--- src/rtl/hpd_irq_pkg.sv ---
package hpd_irq_pkg;
  localparam int unsigned NSRC     = 3;
  localparam int unsigned SRC_CORE = 0;
  localparam int unsigned SRC_RISE = 1;
  localparam int unsigned SRC_FALL = 2;

  localparam int unsigned A_FILT = 0;
  localparam int unsigned A_RAW  = 1;
  localparam int unsigned A_STAT = 2;
  localparam int unsigned A_CLR  = 3;
  localparam int unsigned A_MASK = 4;

  localparam int unsigned EXP_LSB = 12;
endpackage

--- src/rtl/hpd_sync.sv ---
module hpd_sync #(
  parameter int unsigned STAGES = 2
) (
  input  logic clk_i,
  input  logic rst_ni,
  input  logic d_i,
  output logic q_o
);
  logic [STAGES-1:0] sr_q;

  always_ff @(posedge clk_i or negedge rst_ni) begin
    if (!rst_ni) sr_q <= '0;
    else         sr_q <= {sr_q[STAGES-2:0], d_i};
  end

  assign q_o = sr_q[STAGES-1];
endmodule

--- src/rtl/hpd_glitch_filter.sv ---
module hpd_glitch_filter #(
  parameter int unsigned EXP_W = 4,
  parameter int unsigned LO_W  = 8,
  localparam int unsigned CNT_W = LO_W + (1 << EXP_W) - 1
) (
  input  logic             clk_i,
  input  logic             rst_ni,
  input  logic             in_i,
  input  logic [EXP_W-1:0] exp_i,
  input  logic [LO_W-1:0]  lo_i,
  output logic             level_o,
  output logic             rise_o,
  output logic             fall_o
);
  logic [CNT_W-1:0] cnt_q;
  logic [CNT_W-1:0] thresh;
  logic [CNT_W:0]   cnt_inc;
  logic             done;

  assign thresh  = CNT_W'(lo_i) << exp_i;
  assign cnt_inc = {1'b0, cnt_q} + (CNT_W+1)'(1);
  // zero length behaves as one cycle
  assign done    = cnt_inc >= {1'b0, thresh};

  always_ff @(posedge clk_i or negedge rst_ni) begin
    if (!rst_ni) begin
      level_o <= 1'b0;
      cnt_q   <= '0;
      rise_o  <= 1'b0;
      fall_o  <= 1'b0;
    end else begin
      rise_o <= 1'b0;
      fall_o <= 1'b0;
      if (in_i == level_o) begin
        cnt_q <= '0;
      end else if (done) begin
        level_o <= in_i;
        cnt_q   <= '0;
        rise_o  <= in_i;
        fall_o  <= ~in_i;
      end else begin
        cnt_q <= cnt_q + CNT_W'(1);
      end
    end
  end


  rise_lvl_chk: assert property (@(posedge clk_i) disable iff (!rst_ni)
    rise_o |-> (level_o && !$past(level_o)));

  fall_lvl_chk: assert property (@(posedge clk_i) disable iff (!rst_ni)
    fall_o |-> (!level_o && $past(level_o)));

  lvl_follow_chk: assert property (@(posedge clk_i) disable iff (!rst_ni)
    (level_o != $past(level_o)) |-> ($past(in_i) == level_o));
endmodule

--- src/rtl/hpd_irq_regs.sv ---
module hpd_irq_regs
  import hpd_irq_pkg::*;
#(
  parameter int unsigned DATA_W  = 32,
  parameter int unsigned ADDR_W  = 3,
  parameter int unsigned EXP_W   = 4,
  parameter int unsigned LO_W    = 8,
  parameter int unsigned RST_EXP = 10,
  parameter int unsigned RST_LO  = 160
) (
  input  logic              clk_i,
  input  logic              rst_ni,
  input  logic              core_i,
  input  logic              rise_i,
  input  logic              fall_i,
  input  logic              level_i,
  input  logic              wr_en_i,
  input  logic              rd_en_i,
  input  logic [ADDR_W-1:0] addr_i,
  input  logic [DATA_W-1:0] wdata_i,
  output logic [DATA_W-1:0] rdata_o,
  output logic [EXP_W-1:0]  exp_o,
  output logic [LO_W-1:0]   lo_o,
  output logic              irq_o
);
  logic [NSRC-1:0]   stat_q, mask_q, set_vec, clr_vec;
  logic [DATA_W-1:0] rd_mux;
  logic              unused_wdata;

  assign unused_wdata = ^wdata_i;

  always_comb begin
    set_vec           = '0;
    set_vec[SRC_CORE] = core_i;
    set_vec[SRC_RISE] = rise_i;
    set_vec[SRC_FALL] = fall_i;
  end

  assign clr_vec = (wr_en_i && addr_i == ADDR_W'(A_CLR)) ? wdata_i[NSRC-1:0] : '0;

  for (genvar i = 0; i < NSRC; i++) begin : g_stat
    logic bit_q;
    always_ff @(posedge clk_i or negedge rst_ni) begin
      if (!rst_ni)         bit_q <= 1'b0;
      else if (set_vec[i]) bit_q <= 1'b1;
      else if (clr_vec[i]) bit_q <= 1'b0;
    end
    assign stat_q[i] = bit_q;


    set_wins_chk: assert property (@(posedge clk_i) disable iff (!rst_ni)
      set_vec[i] |=> stat_q[i]);

    clr_takes_chk: assert property (@(posedge clk_i) disable iff (!rst_ni)
      (clr_vec[i] && !set_vec[i]) |=> !stat_q[i]);
  end

  always_ff @(posedge clk_i or negedge rst_ni) begin
    if (!rst_ni) begin
      mask_q <= '0;
      exp_o  <= EXP_W'(RST_EXP);
      lo_o   <= LO_W'(RST_LO);
    end else if (wr_en_i) begin
      if (addr_i == ADDR_W'(A_MASK)) mask_q <= wdata_i[NSRC-1:0];
      if (addr_i == ADDR_W'(A_FILT)) begin
        exp_o <= wdata_i[EXP_LSB +: EXP_W];
        lo_o  <= wdata_i[LO_W-1:0];
      end
    end
  end

  always_comb begin
    rd_mux = '0;
    if (addr_i == ADDR_W'(A_FILT)) begin
      rd_mux[EXP_LSB +: EXP_W] = exp_o;
      rd_mux[LO_W-1:0]         = lo_o;
    end else if (addr_i == ADDR_W'(A_RAW)) begin
      rd_mux[0] = level_i;
    end else if (addr_i == ADDR_W'(A_STAT)) begin
      rd_mux[NSRC-1:0] = stat_q;
    end else if (addr_i == ADDR_W'(A_MASK)) begin
      rd_mux[NSRC-1:0] = mask_q;
    end
  end

  always_ff @(posedge clk_i or negedge rst_ni) begin
    if (!rst_ni)      rdata_o <= '0;
    else if (rd_en_i) rdata_o <= rd_mux;
  end

  assign irq_o = |(stat_q & mask_q);


  mask_wr_chk: assert property (@(posedge clk_i) disable iff (!rst_ni)
    (wr_en_i && addr_i == ADDR_W'(A_MASK)) |=> (mask_q == $past(wdata_i[NSRC-1:0])));

  rdata_hold_chk: assert property (@(posedge clk_i) disable iff (!rst_ni)
    !rd_en_i |=> $stable(rdata_o));
endmodule

--- src/rtl/hpd_irq_unit.sv ---
module hpd_irq_unit
  import hpd_irq_pkg::*;
#(
  parameter int unsigned DATA_W      = 32,
  parameter int unsigned ADDR_W      = 3,
  parameter int unsigned SYNC_STAGES = 2,
  parameter int unsigned EXP_W       = 4,
  parameter int unsigned LO_W        = 8,
  parameter int unsigned RST_EXP     = 10,
  parameter int unsigned RST_LO      = 160
) (
  input  logic              clk_i,
  input  logic              rst_ni,
  input  logic              hpd_i,
  input  logic              core_irq_i,
  input  logic              wr_en_i,
  input  logic              rd_en_i,
  input  logic [ADDR_W-1:0] addr_i,
  input  logic [DATA_W-1:0] wdata_i,
  output logic [DATA_W-1:0] rdata_o,
  output logic              irq_o
);
  logic             hpd_sync;
  logic             level, rise, fall;
  logic [EXP_W-1:0] cfg_exp;
  logic [LO_W-1:0]  cfg_lo;

  hpd_sync #(.STAGES(SYNC_STAGES)) u_sync (
    .clk_i  (clk_i),
    .rst_ni (rst_ni),
    .d_i    (hpd_i),
    .q_o    (hpd_sync)
  );

  hpd_glitch_filter #(.EXP_W(EXP_W), .LO_W(LO_W)) u_filt (
    .clk_i   (clk_i),
    .rst_ni  (rst_ni),
    .in_i    (hpd_sync),
    .exp_i   (cfg_exp),
    .lo_i    (cfg_lo),
    .level_o (level),
    .rise_o  (rise),
    .fall_o  (fall)
  );

  hpd_irq_regs #(
    .DATA_W(DATA_W), .ADDR_W(ADDR_W), .EXP_W(EXP_W), .LO_W(LO_W),
    .RST_EXP(RST_EXP), .RST_LO(RST_LO)
  ) u_regs (
    .clk_i   (clk_i),
    .rst_ni  (rst_ni),
    .core_i  (core_irq_i),
    .rise_i  (rise),
    .fall_i  (fall),
    .level_i (level),
    .wr_en_i (wr_en_i),
    .rd_en_i (rd_en_i),
    .addr_i  (addr_i),
    .wdata_i (wdata_i),
    .rdata_o (rdata_o),
    .exp_o   (cfg_exp),
    .lo_o    (cfg_lo),
    .irq_o   (irq_o)
  );
endmodule

--- config.mk ---
export PLATFORM = sky130hd
export DESIGN_NAME = hpd_irq_unit
export DESIGN_NICKNAME = d
export VERILOG_FILES = /design/src/rtl/hpd_irq_pkg.sv /design/src/rtl/hpd_sync.sv /design/src/rtl/hpd_glitch_filter.sv /design/src/rtl/hpd_irq_regs.sv /design/src/rtl/hpd_irq_unit.sv
export SDC_FILE = /design/constraint.sdc
export NUM_CORES = 1
export LEC_CHECK = 0
export ABC_AREA = 1
export CORE_MARGIN = 4
export CORE_UTILIZATION = 25
export DETAILED_ROUTE_END_ITERATION = 7
export DONT_BUFFER_PORTS = 1
export HOLD_SLACK_MARGIN = 0.15
export PLACE_DENSITY = 0.42
export SLEW_MARGIN = 20
export SYNTH_ARGS = -nofsm -noshare
export SYNTH_HDL_FRONTEND = slang
export SYNTH_SLANG_ARGS = --single-unit
--- constraint.sdc ---
create_clock -name clk_i -period 3.38 [get_ports clk_i]
set_input_delay 0.507 -clock clk_i [delete_from_list [all_inputs] [get_ports clk_i]]
set_output_delay 0.507 -clock clk_i [all_outputs]
set_load 0.1 [all_outputs]
==> results of run 1 <==
layer usage:
| layer | track usage (%) | vias to the layer above | wire length, um |
|---|---|---|---|
| met3 | 2.526 | 11 | 366 |
| met1 | 14.31 | 1437 | 4323 |
| met4 | 5.711 | 0 | 210 |
| met2 | 17.53 | 68 | 4292 |
| li1 | - | 1623 | - |
| met5 | 0 | - | 0 |
sequential cells by signal (all words and copies together) (netlist names), 2 cells and up:
signal and flops:
u_filt.cnt_q 23, u_regs.exp_o 4, u_regs.g_stat.bit_q 3, u_regs.lo_o 8
u_regs.mask_q 3, u_regs.rdata_o 12, u_sync.sr_q 2
power by group:
part / internal (W) / switching (W)
Clock: 0.000514 / 0.000328
Combinational: 0.000281 / 0.000595
Sequential: 0.000777 / 0.000144
Total: 0.00157 / 0.00107
metrics by stage:
stage	setup slack [ns]	instance area, um^2	std cells
final	0.3223	4642	744
after floorplan	0.3810	4115	527
after CTS	0.02610	4627	744
after detailed placement	0.05269	4308	726
after global placement	0.08725	4308	726
after global routing	0.02975	4642	744
how the worst max path moves through the flow:
stage | depth (start not counted) | endpoint
2_1_floorplan | 18 | u_filt.cnt_q[15]
3_3_place_gp | 18 | u_filt.cnt_q[0]
3_5_place_dp | 18 | u_filt.cnt_q[1]
4_1_cts | 18 | u_filt.cnt_q[1]
5_1_grt | 14 | u_filt.cnt_q[1]
6_report | 18 | u_filt.cnt_q[1]
kinds of logic (layout without fill, tap and decap cells):
kind of cell,count (synthesis),count (layout)
mux,9,9
flops,58,58
simple gates,229,229
xor+xnor,13,13
compound gates,73,73
other cells,1,20
fa+ha+maj,24,24
buf+inv,101,102
cell type report:
cell class                      instances  share of cell area, %
Multi-Input combinational cell        368                  47.14
Clock inverter                          6                 0.9164
Timing Repair Buffer                   16                  3.881
Clock buffer                           10                  5.148
Inverter                               70                  5.714
Sequential cell                        58                  31.37
Tap cell                              216                  5.822
cell usage in the layout, fill, tap and decap left out, drive strengths merged, types with 2 or more instances in the layout:
cell | synthesis | routed
a21o | 2 | 2
a21oi | 19 | 19
buf | 24 | 15
clkbuf | 7 | 10
clkinv | 1 | 5
clkinvlp | 0 | 2
conb | 1 | 20
dfrtp | 54 | 54
dfstp | 4 | 4
ha | 24 | 24
inv | 69 | 69
mux2 | 5 | 5
mux2i | 4 | 4
nand2 | 129 | 129
nand3 | 19 | 19
nand4 | 11 | 11
nor2 | 57 | 57
nor3 | 7 | 7
nor4 | 2 | 2
o21ai | 36 | 36
o21bai | 6 | 6
o22ai | 2 | 2
o31ai | 4 | 4
or2 | 4 | 4
xnor2 | 2 | 2
xor2 | 11 | 11
timing repair:
action                     4_1_cts  5_1_grt
setup endpoints to repair        0       26
resized for setup                0        3
hold endpoints to repair        58        0
hold buffers                     2        0
worst max-delay path: cells and delay by family (launching register included):
kind / cells / cell delay, ns
fa+ha+maj: 2 / 0.44
simple gates: 12 / 1.66
flops: 1 / 0.34
buf+inv: 3 / 0.32
xor+xnor: 1 / 0.17
==> flow_summary.toml, run 1 <==
[floorplanning]
boundaryPins = 74
rows = 46
die-area_mm2 = 0.01827
die_width_um = 135.2
core_mm2 = 0.01589
die_height_um = 135.2
floorplan.initialDensity_pct = 25.46

[cts]
cts-root-buf = "sky130_fd_sc_hd__clkbuf_16"
worst_setup_hold_path_clk_slew_ns = 0.05
htree_num_levels = 3
insertion_delay_ns = 0.34
postCtsSetupRepairBufs = 0
cts.sinks = 58
cts-buffers-inserted = 9
max-clock-path-buffers = 2
tritoncts = "done"

[detailed_routing]
post_drt_via_cell_ratio = 4.219
detail-route-antenna-nets = 0
totalWireLength_mm = 9.192
detail_route.drc_violations = 0
drt-initial-drc-count = 139
firstDrtPassIters = 4
routed_wire_per_std_cell_um = 12.35
vias = 3139

[final_layout]
area_delta_synth_final_pct = 14.79
layout.core_utilization_pct = 29.22
ff_latch_area_mm2 = 0.001456
finalNetCount = 588
fill_cells = 1727
fraction_of_final_layout_cells_sized_beyond_drive_strength_1_pct = 15.72
antenna_cells = 0
multi_input_logic_area_mm2 = 0.002188

[synthesis]
synth_xor_xnor_area_share_pct = 2.816
yosys.area.top_type_share_pct = 33.42
ys_ff_latch = 58
synthSimpleGateAreaFrac_pct = 29.02
yosys-top-cells-count = "sky130_fd_sc_hd__nand2_1 (123), sky130_fd_sc_hd__inv_1 (68), sky130_fd_sc_hd__dfrtp_1 (54)"
syn-instance-count = 508
count_of_flip_flops_with_a_built_in_enable_after_synthesis = 0
synth.yosys.warnings = 0
synth-seq-area-share_pct = 36.01
yosys.area.top_type = "sky130_fd_sc_hd__dfrtp_1"
synth_top_family_by_area = "simple AND/OR/NAND/NOR gates"
synth.cell_area_mm2 = 0.004044
syn_avg_cell_area_um2 = 7.960
synth.area.mux_share_pct = 2.382
netlist_top_cells_area = "sky130_fd_sc_hd__dfrtp_1 (33%), sky130_fd_sc_hd__nand2_1 (11%), sky130_fd_sc_hd__ha_1 (7.4%), sky130_fd_sc_hd__inv_1 (6.3%), sky130_fd_sc_hd__nor2_4 (6.1%)"
synthFlopType = "sky130_fd_sc_hd__dfrtp_1"
yosysMostFrequentCell = "sky130_fd_sc_hd__nand2_1"
post_synth_fa_ha_maj_area_fraction_pct = 7.426
postSynth.asyncResetShare_pct = 100.0
synth_compound_area_share_pct = 10.09
yosysUniqueCellTypes = 39

[global_routing]
grt.total_usage_pct = 11.13
grt_pass1_wl_mm = 15.93
gr-total-overflow = 0
first_global_vias = 3133
grt_max_degree = 59
initial_antenna_violation_count = 0

[sta]
report.final.hold_viol_count = 0
drv_slew = 0
timing.hold.ws_ns = 0.1974
final.setup.tns_ns = 0
timing.fmax_ghz = 0.3270
skew_ns = 0.006792
tightestPinTransition_ns = 0.9474
report.final.setup_viol = 0
finalWorstPathRequiredPeriod_ns = 3.058
layout_worst_path_cycle_share_pct = 90.47
rsz0062_at_grt = "no"
slew_headroom_pct = 36.84

[setup_path]
cp_data_required_time_ns = 3.60
critical_path.reg2reg.endpoint = "u_filt.cnt_q[1]"
rr_worst_depth = 18
setup.worst_path.start_class = "flop"
end_kind = "flop"
critical_path.reg2reg.startpoint = "u_filt.cnt_q[1]"
crit_top_cell = "sky130_fd_sc_hd__nand2_1"
critical_path.cell_chain = "ha_1 -> nand2_1 -> inv_1 -> nand2_1 -> nor2_2 -> nand4_1 -> or2_2 -> xor2_2 -> inv_1 -> ha_1 -> nand2_1 -> nor3_2 -> nand2_1 -> nor2_1 -> nand2_4 -> nand3_4 -> buf_12 -> nor2_1"
crit_slowest_cell = "sky130_fd_sc_hd__dfrtp_1"
criticalPathCategory = "flop to flop"
timing.reg2reg.setup_slack_ns = 0.32
worstPathMaxFanout = 10
setup.worst_path.start = "u_filt.cnt_q[1]"
critical-path-max-stage-delay_ns = 0.34
data_arrival_at_the_endpoint_of_the_critical_path_ns = 3.28

[flow_run]
max_cap_violations = 0

[min_path]
hold_depth = 0
worst_hold_path_class = "primary input to flop"
min_delay_worst_endpoint = "u_sync.sr_q[0]"
worstHoldStart = "hpd_i"

[placed_design]
port_buffers = 0
detailedPlacementHpwl_mm = 7.325
gpl.final_weighted_congestion = 0.8811

[pwr]
peak_supply_drop_v = 0.0002929
p_total_w = 0.002639
power.density_cell_area_mw_per_mm2 = 568.6
p_leak_nw = 2.273

[run_status]
run_status = "finished clean"
Power figures use the tool's default switching activity.
==> inputs of run 2 (changes only) <==
--- a/config.mk
+++ b/config.mk
@@ -7,11 +7,12 @@
 export LEC_CHECK = 0
 export ABC_AREA = 1
 export CORE_MARGIN = 4
-export CORE_UTILIZATION = 25
+export CORE_UTILIZATION = 60
 export DETAILED_ROUTE_END_ITERATION = 7
 export DONT_BUFFER_PORTS = 1
 export HOLD_SLACK_MARGIN = 0.15
-export PLACE_DENSITY = 0.42
+export PLACE_DENSITY = 0.8
+export SETUP_SLACK_MARGIN = 0.1
 export SLEW_MARGIN = 20
 export SYNTH_ARGS = -nofsm -noshare
 export SYNTH_HDL_FRONTEND = slang
==> flow_summary.toml, run 2 (synthesis results as in run 1) <==
[detailed_routing]
post_drt_via_cell_ratio = 5.364
totalWireLength_mm = 8.539
drt-initial-drc-count = 278
routed_wire_per_std_cell_um = 14.11
detail_route.drc_violations = 0
vias = 3245
met3RoutedLength_um = 387
firstDrtPassIters = 5
routedLengthMet1_mm = 3.751
detail-route-antenna-nets = 0
dr.max_layer_used = "met4"
met2RoutedLength_mm = 4.221

[placed_design]
gpl.final_weighted_congestion = 0.9031
port_buffers = 0
place.detailed.instances = 583
detailedPlacementHpwl_mm = 6.271

[sta]
skew_ns = 0.01067
tightestPinTransition_ns = 0.9201
drv_slew = 0
final.setup.tns_ns = 0
slew_headroom_pct = 38.66
finalWorstPathRequiredPeriod_ns = 3.007
layout_worst_path_cycle_share_pct = 88.97
report.final.hold_viol_count = 0
rsz0062_at_grt = "no"
report.final.setup_viol = 0
timing.hold.ws_ns = 0.1878
timing.fmax_ghz = 0.3325

[pwr]
p_leak_nw = 2.238
power.density_cell_area_mw_per_mm2 = 558.5
peak_supply_drop_v = 0.0003113

[min_path]
worst_hold_path_class = "primary input to flop"

[setup_path]
criticalPathCategory = "flop to flop"
critical-path-max-stage-delay_ns = 0.36
end_kind = "flop"
critical_path.cell_chain = "ha_1 -> nand2_1 -> inv_1 -> nand2_2 -> nor2_4 -> nand4_1 -> or2_4 -> xor2_2 -> inv_1 -> ha_1 -> nand2_2 -> o21ai_0 -> nand2_1 -> nand2_1 -> nor2_1 -> nand2_2 -> inv_4 -> nand3_4 -> clkbuf_16 -> nor2_4"
crit_slowest_cell = "sky130_fd_sc_hd__dfrtp_1"
worstPathMaxFanout = 5
setup.worst_path.start_class = "flop"
data_arrival_at_the_endpoint_of_the_critical_path_ns = 3.29
cp_data_required_time_ns = 3.66

[cts]
insertion_delay_ns = 0.35
max-clock-path-buffers = 2
htree_num_levels = 3
cts-root-buf = "sky130_fd_sc_hd__clkbuf_8"
cts.sinks = 58
worst_setup_hold_path_clk_slew_ns = 0.06
tritoncts = "done"
cts-buffers-inserted = 9

[final_layout]
area_delta_synth_final_pct = 9.437
layoutNonFillerInstCount = 605
max_reg_flops = 23
fill_cells = 516
fraction_of_final_layout_cells_sized_beyond_drive_strength_1_pct = 16.86
layout_commonest_cell = "sky130_fd_sc_hd__nand2_1"
finalNetCount = 588
layout.cells.most_common_list = "sky130_fd_sc_hd__nand2_1 (121), sky130_fd_sc_hd__inv_1 (68), sky130_fd_sc_hd__dfrtp_1 (53), sky130_fd_sc_hd__o21ai_0 (35), sky130_fd_sc_hd__nor2_1 (29)"
antenna_cells = 0
top_regs = "u_filt.cnt_q: 23 flops, u_regs.rdata_o: 12 flops, u_regs.lo_o: 8 flops"
regMostFlops = "u_filt.cnt_q"

[floorplanning]
floorplan.initialDensity_pct = 62.61
die_width_um = 90.10
die_height_um = 90.10
die-area_mm2 = 0.008117
boundaryPins = 74
rows = 29
core_mm2 = 0.006459

[global_routing]
grt_pass1_wl_mm = 14.23
gr-total-overflow = 0
initial_antenna_violation_count = 0
grt_max_degree = 59
first_global_vias = 3092
grt.total_usage_pct = 21.74

[run_status]
run_status = "finished clean"

[flow_run]
max_cap_violations = 0
-- run 2: what timing repair did --
item | 4_1_cts | 5_1_grt
pin swaps | 0 | 1
setup endpoints to repair | 21 | 26
endpoints found under the hold margin | 58 | 0
cloned | 0 | 1
hold buffers | 2 | 0
gates resized for setup | 2 | 11
setup buffers | 0 | 3
-- run 2: layout make-up --
cell class	instances	area, um^2	area share, %
well taps	77	96.34	2.177
repair buffers	16	185.2	4.184
clock buffers	10	137.6	3.110
clock inverters	6	66.31	1.498
flip-flops and latches	58	1458	32.94
multi-input cells	368	2217	50.10
inverters	70	265.3	5.994
-- run 2: per-stage QoR --
step,area [um^2],setup slack (ns),total power [W],util [%]
detailed placement,4091,0.1042,0.001749,63.35
floorplan,4115,0.3810,0.001612,-
global route,4425,0.07922,0.002628,68.52
global placement,4091,0.1548,0.001723,63.35
CTS,4340,0.1564,0.002431,67.20
finish,4425,0.3727,0.002472,68.52
-- run 2: critical path, delay by kind of cell (launching register included) --
kind | cells | cell delay, ns
xor+xnor | 1 | 0.15
simple gates | 12 | 1.37
flops | 1 | 0.36
compound gates | 1 | 0.10
buf+inv | 4 | 0.47
fa+ha+maj | 2 | 0.49
-- run 2: path summary, 6_finish.rpt --
check | startpoint | to | slack [ns] | depth (start not counted)
worst max-delay path | u_filt.cnt_q[1] | u_filt.cnt_q[19] | 0.37 | 20
worst min-delay path | hpd_i | u_sync.sr_q[0] | 0.19 | 0
worst max register to register | u_filt.cnt_q[1] | u_filt.cnt_q[19] | 0.37 | 20
worst min register to register | u_sync.sr_q[0] | u_sync.sr_q[1] | 0.37 | 0
max in group asynchronous | rst_ni | u_regs.exp_o[1] | 2.36 | 2
min in group asynchronous | rst_ni | u_regs.rdata_o[14] | 0.72 | 2
-- run 2: where the power goes --
| part | internal, W | total [W] | switching, W |
|---|---|---|---|
| Clock | 0.000359 | 0.000647 | 0.000288 |
| Combinational | 0.000293 | 0.000898 | 0.000604 |
| Sequential | 0.000776 | 0.000927 | 0.000151 |
| Total | 0.00143 | 0.00247 | 0.00104 |
-- run 2: per-layer routing --
layer	global-route usage (%)	vias to the layer above
li1	-	1625
met1	27.35	1507
met2	35.97	93
met3	5.342	20
met4	8.546	0
met5	0	-
